--- src/rtl/irq_tree_agg.sv ---
module irq_tree_agg #(
  parameter int         NUM_LINES = 256,
  parameter logic [9:0] BASE      = 10'h1BB
) (
  input  logic                 clk,
  input  logic                 rst_n,
  input  logic [NUM_LINES-1:0] irq_in,
  input  logic [9:0]           addr,
  input  logic                 wr_en,
  input  logic [7:0]           wdata,
  output logic [7:0]           rdata,
  output logic                 irq_out
);
  localparam int NBLK = NUM_LINES / 8;
  localparam int NMST = (NBLK + 7) / 8;
  localparam int BW   = (NBLK > 1) ? $clog2(NBLK) : 1;
  localparam int LW   = BW + 3;
  localparam logic [9:0] A_SEL  = BASE + 10'd5;
  localparam logic [9:0] A_PEND = BASE + 10'd6;
  localparam logic [9:0] A_CFG  = BASE + 10'd7;
  localparam logic [9:0] A_RT   = BASE + 10'd8;

  logic [NUM_LINES-1:0] s1, s2, prev, lvl, mre, mfe, pend;
  logic [BW-1:0]        blk_sel;
  logic [NMST*8-1:0]    blk_any;
  logic [NMST-1:0]      mst;

  wire                 sel_wr   = wr_en && (addr == A_SEL);
  wire                 cfg_wr   = wr_en && (addr == A_CFG) && wdata[7];
  wire [LW-1:0]        line_idx = {blk_sel, wdata[6:4]};
  wire [NUM_LINES-1:0] hit      = cfg_wr ? (NUM_LINES'(1) << line_idx) : '0;
  wire [NUM_LINES-1:0] clr      = hit & {NUM_LINES{wdata[3]}};
  wire [NUM_LINES-1:0] live     = pend & ~(mre & mfe);

  wire [NUM_LINES-1:0] edge_evt = (s2 & ~prev & ~mre) | (~s2 & prev & ~mfe);
  wire [NUM_LINES-1:0] lvl_evt  = (s2 & ~mre) | (~s2 & ~mfe);
  wire [NUM_LINES-1:0] evt      = (~lvl & edge_evt) | (lvl & lvl_evt);

  always_ff @(posedge clk or negedge rst_n) begin
    if (!rst_n) begin
      s1   <= '0;
      s2   <= '0;
      prev <= '0;
    end else begin
      s1   <= irq_in;
      s2   <= s1;
      prev <= s2;
    end
  end

  always_ff @(posedge clk or negedge rst_n) begin
    if (!rst_n) begin
      lvl     <= '0;
      mre     <= '1;
      mfe     <= '1;
      pend    <= '0;
      blk_sel <= '0;
    end else begin
      if (sel_wr) blk_sel <= wdata[BW-1:0];
      lvl  <= (lvl & ~hit) | (hit & {NUM_LINES{wdata[0]}});
      mfe  <= (mfe & ~hit) | (hit & {NUM_LINES{wdata[1]}});
      mre  <= (mre & ~hit) | (hit & {NUM_LINES{wdata[2]}});
      pend <= (pend | evt) & ~clr;
    end
  end

  for (genvar b = 0; b < NMST * 8; b++) begin : g_blk
    if (b < NBLK) begin : g_used
      assign blk_any[b] = |live[b*8 +: 8];
    end else begin : g_pad
      assign blk_any[b] = 1'b0;
    end
  end

  for (genvar m = 0; m < NMST; m++) begin : g_mst
    assign mst[m] = |blk_any[m*8 +: 8];
  end

  assign irq_out = |mst;

  always_comb begin
    rdata = '0;
    if (addr == BASE)        rdata = 8'({mst, 1'b0});
    else if (addr == A_SEL)  rdata = 8'(blk_sel);
    else if (addr == A_PEND) rdata = pend[{blk_sel, 3'b000} +: 8];
    else if (addr == A_RT)   rdata = s2[{blk_sel, 3'b000} +: 8];
    else begin
      for (int m = 0; m < NMST; m++)
        if (addr == BASE + 10'(m + 1)) rdata = blk_any[m*8 +: 8];
    end
  end
endmodule


--- config.mk ---
export PLATFORM = sky130hd
export DESIGN_NAME = irq_tree_agg
export DESIGN_NICKNAME = d
export VERILOG_FILES = /design/src/rtl/irq_tree_agg.sv
export SDC_FILE = /design/constraint.sdc
export NUM_CORES = 2
export LEC_CHECK = 0
export BUFFER_PORTS_ARGS = -buffer_cell sky130_fd_sc_hd__buf_2
export CORE_MARGIN = 2
export CORE_UTILIZATION = 55
export DETAILED_ROUTE_END_ITERATION = 8
export GPL_TIMING_DRIVEN = 0
export PLACE_DENSITY_LB_ADDON = 0.05
export SLEW_MARGIN = 30
export SYNTH_ARGS = -nofsm -noshare
export SYNTH_HDL_FRONTEND = slang
export SYNTH_SLANG_ARGS = --single-unit
--- constraint.sdc ---
create_clock -name clk -period 2.8 [get_ports clk]
set_input_delay 0.28 -clock clk [delete_from_list [all_inputs] [get_ports clk]]
set_output_delay 0.28 -clock clk [all_outputs]
set_load 0.05 [all_outputs]
# [After elaboration in Yosys (flattened, before gate mapping)]
# Index checks and enable logic that the tools add are counted.
[totals] word_cells=102 input_bits=277 out_inout_bits=9 regBits=1797
[classes] bitwise=33 n_eq_ne=9 shifts=3 reduce_logical=40 muxes=9
[ops] cell="bitwise AND 256 bit" n=18
[ops] cell="NOT 256 bit" n=8
[ops] cell="bitwise OR 256 bit" n=7
[ops] cell="indexed part select 256 x 9 -> 8 bit" n=2
[ops] cell="2-to-1 mux 256 bit" n=1
[ops] cell="OR reduction 256 bit" n=1
[ops] cell="OR reduction 64 bit" n=4
[ops] cell="OR reduction 8 bit" n=32
[ops] cell="left shift 1 x 8 -> 256 bit, first input constant" n=1
[ops] cell="equality test 10 x 9 -> 1 bit, second input constant" n=9
[ops] cell="2-to-1 mux 8 bit" n=8
[ops] cell="logical AND 1 bit" n=3

# [Longest topological paths before layout]
[depth] depth_word=12 ltp_mapped=11 mapped_depth_nobuf=6

# [Worst setup path before layout]
# OpenSTA, ideal clock, no wires.
[synth_path] kind="register -> output" from="register blk_sel[1]" to="output rdata[2]" required_ns=2.520 path_buffers=4 t_arrival_ns=3.046 stages_incl_launch_ff=9 path_slack_ns=-0.526 path_cell_list="dfrtp_1 buf_2 buf_2 buf_2 buf_1 a211oi_1 a311oi_1 o21ai_0 a211oi_1"
[synth_via] elab_chain_len=5 word_cells_on_any_way=6 cone_classes="shift (2); mux (4)"
[synth_rtl] element="start: declaration" line_no="24" text="logic [BW-1:0] blk_sel;"
[synth_rtl] element="start signal: assignment" line_no="59" text="if (sel_wr) blk_sel <= wdata[BW-1:0];"
[synth_rtl] element="indexed part select 256 x 9 -> 8 bit" line_no="86" text="else if (addr == A_RT) rdata = s2[{blk_sel, 3'b000} +: 8];"
[synth_rtl] element="2-to-1 mux 8 bit" line_no="86"
[synth_rtl] element="2-to-1 mux 8 bit (*)" line_no="85" text="else if (addr == A_PEND) rdata = pend[{blk_sel, 3'b000} +: 8];"
[synth_rtl] element="2-to-1 mux 8 bit (*)" line_no="84" text="else if (addr == A_SEL) rdata = 8'(blk_sel);"
[synth_rtl] element="2-to-1 mux 8 bit (*)" line_no="83" text="if (addr == BASE) rdata = 8'({mst, 1'b0});"
[synth_rtl] element="end: declaration" line_no="11" text="output logic [7:0] rdata,"
# Mark *: on every way between the ends. The rest lies on a longest branch, timed or not.

# [Worst setup path in the final report]
[layout_path] from="register blk_sel[0]" to="output rdata[4]"
# The elaborated chain is that of the path after synthesis.

==> impl_metrics.ini <==
[worst_setup_path]
logic_depth_of_the_worst_register_to_register_path = 6
crit_path_frequent_cell = buf_12
worstSetupStartpoint = blk_sel[0]$_DFFE_PN0P_
critPathKind = flop to output pin
worstReg2RegStart = blk_sel[3]$_DFFE_PN0P_
cp.arrival_ps = 3700
cp_slowest_cell = mux2i_1
timing.critical_path.fanout_max = 8
timing.critical_path.depth = 11
slowest_delay_ps = 450
critical_path.top_delay_family = buffers and inverters
end_kind = output pin
cp_cell_sequence = buf_12, buf_12, buf_12, buf_16, buf_12, mux4_2, mux2i_1, a211oi_1, and4b_2, a21oi_4, buf_6
setup.worst_path.start_class = flop
critical_path_required_ps = 2520
crit_buf_inv = 6

[synth]
synth_adder_area_share = 0
most_used_dff_post_synth = dfrtp_1
synthXorXnorAreaFrac = 0.00536
synth_seq_cells = 1797
multiplexer_share_of_the_synthesized_area = 0.175
synthDistinctLibCells = 63
synth-compound-area-share = 0.0919
synth_nets = 5608
post_synth_inst_count = 5331
combined_area_of_all_synthesized_cells_mm2 = 0.0718
synth-async-reset-ratio = 1.00
synth_enable_flop_cells = 0
yosysWarnings = 0
synth_simple_gate_area_share = 0.0689
synthesis.area_per_instance_um2 = 13.5
synth_sequential_area_ratio = 0.635
dominant_combinational_cell_family_by_area_after_synthesis = multiplexers

[cells_and_area]
num-nets-final = 6436
utilization = 0.676
layout-drive-gt1-share = 0.384
flow.area_growth_from_synthesis_pct = 22.1

[die]
floorplan.die.height_um = 365
floorplan.initialDensity = 0.554
horizontal_die_dimension_um = 365
floorplan.io_pins = 286
placement_rows = 132
floorplan.core_area_mm2 = 0.130
design.die.area_mm2 = 0.134

[placed_design]
dp.final_hpwl_um = 187000
place_worst_setup_slack_ps = -1910
place.gp.congestion = 1.01
portBuffers = 282

[global_routing]
grt_first_pass_wirelength_um = 365000
grt-ovfl-total = 0
number_of_global_route_vias_before_repair = 49200
grt_antenna_before_repair = 26
grt_util_all_layers = 0.395
grt_start_max_net_pins = 131

[detailed_routing]
detailroute.via_count = 50500
post_drt_wl_per_cell_um = 32.4
route.detailed.vias_per_inst = 6.26
remaining_antenna_violation_count = 0
detail_route.wirelength_um = 262000
detail_route.iter0.violations = 5677
drtPass1Iterations = 6
drc_errors = 0

[pwr]
net-switching-power_mw = 12.8
cellPowerDensity_mw_per_mm2 = 627
share_seq_of_total_power = 0.493
power_leakage_nw = 35.6
power.combinational.fraction = 0.045
power.internal_mw = 42.2
clockPowerShare = 0.461
power.share.switching = 0.233
irDropWorstVdd_uv = 697

[job]
drv_cap = 0

[clock_network]
cts_tree = done
clock_tree.root_cell = clkbuf_16
clk_path_buf_depth = 3
cts_num_sinks = 1797
h-tree-depth = 4
clock_insertion_delay_worst_skew_ps = 840
clk_transition_reported_paths_ps = 70
clock_buffer_count_from_cts = 180

[timing]
finalSetupViolations = 97
tightest_slew_ps = 1090
post-route-worst-setup-slack_ps = -1180
maximum_frequency_from_static_timing_analysis_mhz = 251
final-hold-violation-count = 1
holdWs_ps = -5.10
min_period_over_period = 1.42
fin_worst_skew_ps = 27.9
max_slew_margin = 0.275
final_report_max_slew_violation_count = 0
crit_path_time_final_ps = 3980
grt_setup_unrepaired = yes

[worst_hold_path]
class_of_the_worst_hold_path = input port to asynchronous set/reset pin

[status]
failing_checks = hold timing, setup timing
status = finished with violations
worst reg2reg max path, stage by stage, from the launching register on:
cell      delay, ps
dfrtp_1         470
buf_2           370
and2_1          280
clkbuf_4        360
nand3_2         540
nor2_1          480
mux2_2          380
cell usage in the layout (no fill, tap or decap), types with 34 or more instances in the layout:
cell type      Yosys  routed
buf_4              6      56
dfrtp_1         1285    1281
dfstp_2          512     512
clkbuf_16          0     183
a21boi_0         153     136
a21oi_1          487     481
nor2_1           432     393
mux2_2           726     726
o21a_1            45      45
mux2i_1           58      55
inv_1            216     214
xor2_1            44      44
a211oi_1         225     222
mux4_2           143     143
nand2_2           22      43
nand2_1          256     229
clkbuf_1         132     135
buf_6             19      43
buf_2             18     283
dlygate4sd3_1      0     257
clkinv_2           0      34
nor3_1           222     217
cell usage after synthesis, types with 7 or more instances:
cell type,n,area (µm²)
a2111oi_0,51,447
a211oi_1,225,1690
a21boi_0,153,1150
a21oi_1,487,2440
a22oi_1,39,293
and2_0,7,43.8
and3_1,12,75.1
buf_1,13,48.8
buf_2,18,90.1
buf_6,19,214
clkbuf_1,132,495
dfrtp_1,1285,32200
dfstp_2,512,13500
inv_1,216,811
mux2_1,30,338
mux2_2,726,8180
mux2_4,18,270
mux2i_1,58,581
mux4_2,143,3220
nand2_1,256,961
nand2_2,22,138
nand2_4,12,135
nand2b_1,7,43.8
nand3_1,27,135
nand4_1,14,87.6
nor2_1,432,1620
nor2_4,12,135
nor2b_1,10,62.6
nor3_1,222,1110
o21a_1,45,338
o21ai_0,9,45.0
xor2_1,44,385
per-layer routing:
| metal | part of all wire | vias up | GRT usage |
|---|---|---|---|
| li1 | - | 20800 | - |
| met1 | 0.40 | 26300 | 0.542 |
| met2 | 0.43 | 2706 | 0.570 |
| met3 | 0.095 | 732 | 0.0939 |
| met4 | 0.075 | 12 | 0.247 |
| met5 | 0.00029 | - | 0 |
cell families after synthesis:
group	count (synthesis)
flops	1797
simple gates	1075
compound gates	1034
buf+inv	406
mux	975
xor+xnor	44
power by group through the flow:
stage	Clock [mW]	Combinational (mW)	Sequential, mW
4_1_cts	25.6	2.45	27.1
5_1_grt	26.7	2.67	27.1
3_5_place_dp	0	2.11	27.5
6_report	25.4	2.50	27.1
3_3_place_gp	0	1.94	27.5
2_1_floorplan	0	0.712	27.3
metrics by stage:
| step | setup TNS [ps] | total power [mW] | instance area, µm² | std cells |
|---|---|---|---|---|
| 4_1_cts | -9970 | 55.1 | 87200 | 8044 |
| 2_1_floorplan | -72.5 | 28.0 | 71900 | 5331 |
| 6_report | -14820 | 55.0 | 87700 | 8068 |
| 3_3_place_gp | - | 29.5 | 75400 | 7355 |
| 5_1_grt | -12360 | 56.5 | 87700 | 8060 |
| 3_5_place_dp | -463320 | 29.7 | 76800 | 7411 |
worst paths after layout:
path	endpoint	slack, ps
setup / recovery	rdata[4]	-1180
hold / removal	s2[175]$_DFF_PN0_	-5
setup reg to reg	flop	-190
hold reg to reg	s2[141]$_DFF_PN0_	340
max in group asynchronous	pend[121]$_DFF_PN0_	600
min in group clk	s1[135]$_DFF_PN0_	70
cell type report:
| class | instances | area, µm² |
|---|---|---|
| clock buffer | 261 | 5160 |
| buffer | 180 | 1330 |
| sequential | 1797 | 45600 |
| multi-input combinational | 3128 | 25800 |
| fill | 9393 | 42000 |
| antenna | 8 | 20.0 |
| clock inverter | 80 | 1090 |
| tap | 1742 | 2180 |
| inverter | 218 | 820 |
| timing repair buffer | 654 | 5740 |
what timing repair did:
action                                  in CTS  in global routing
gates resized for setup                    309                 98
endpoints found under the hold margin      733                  0
endpoints found under the setup margin     876                235
setup buffers                               40                 16
cloned                                       3                  1
hold buffers                               257                  0
pin swaps                                   42                 41
Note: power is estimated with default switching activity, not from simulation.
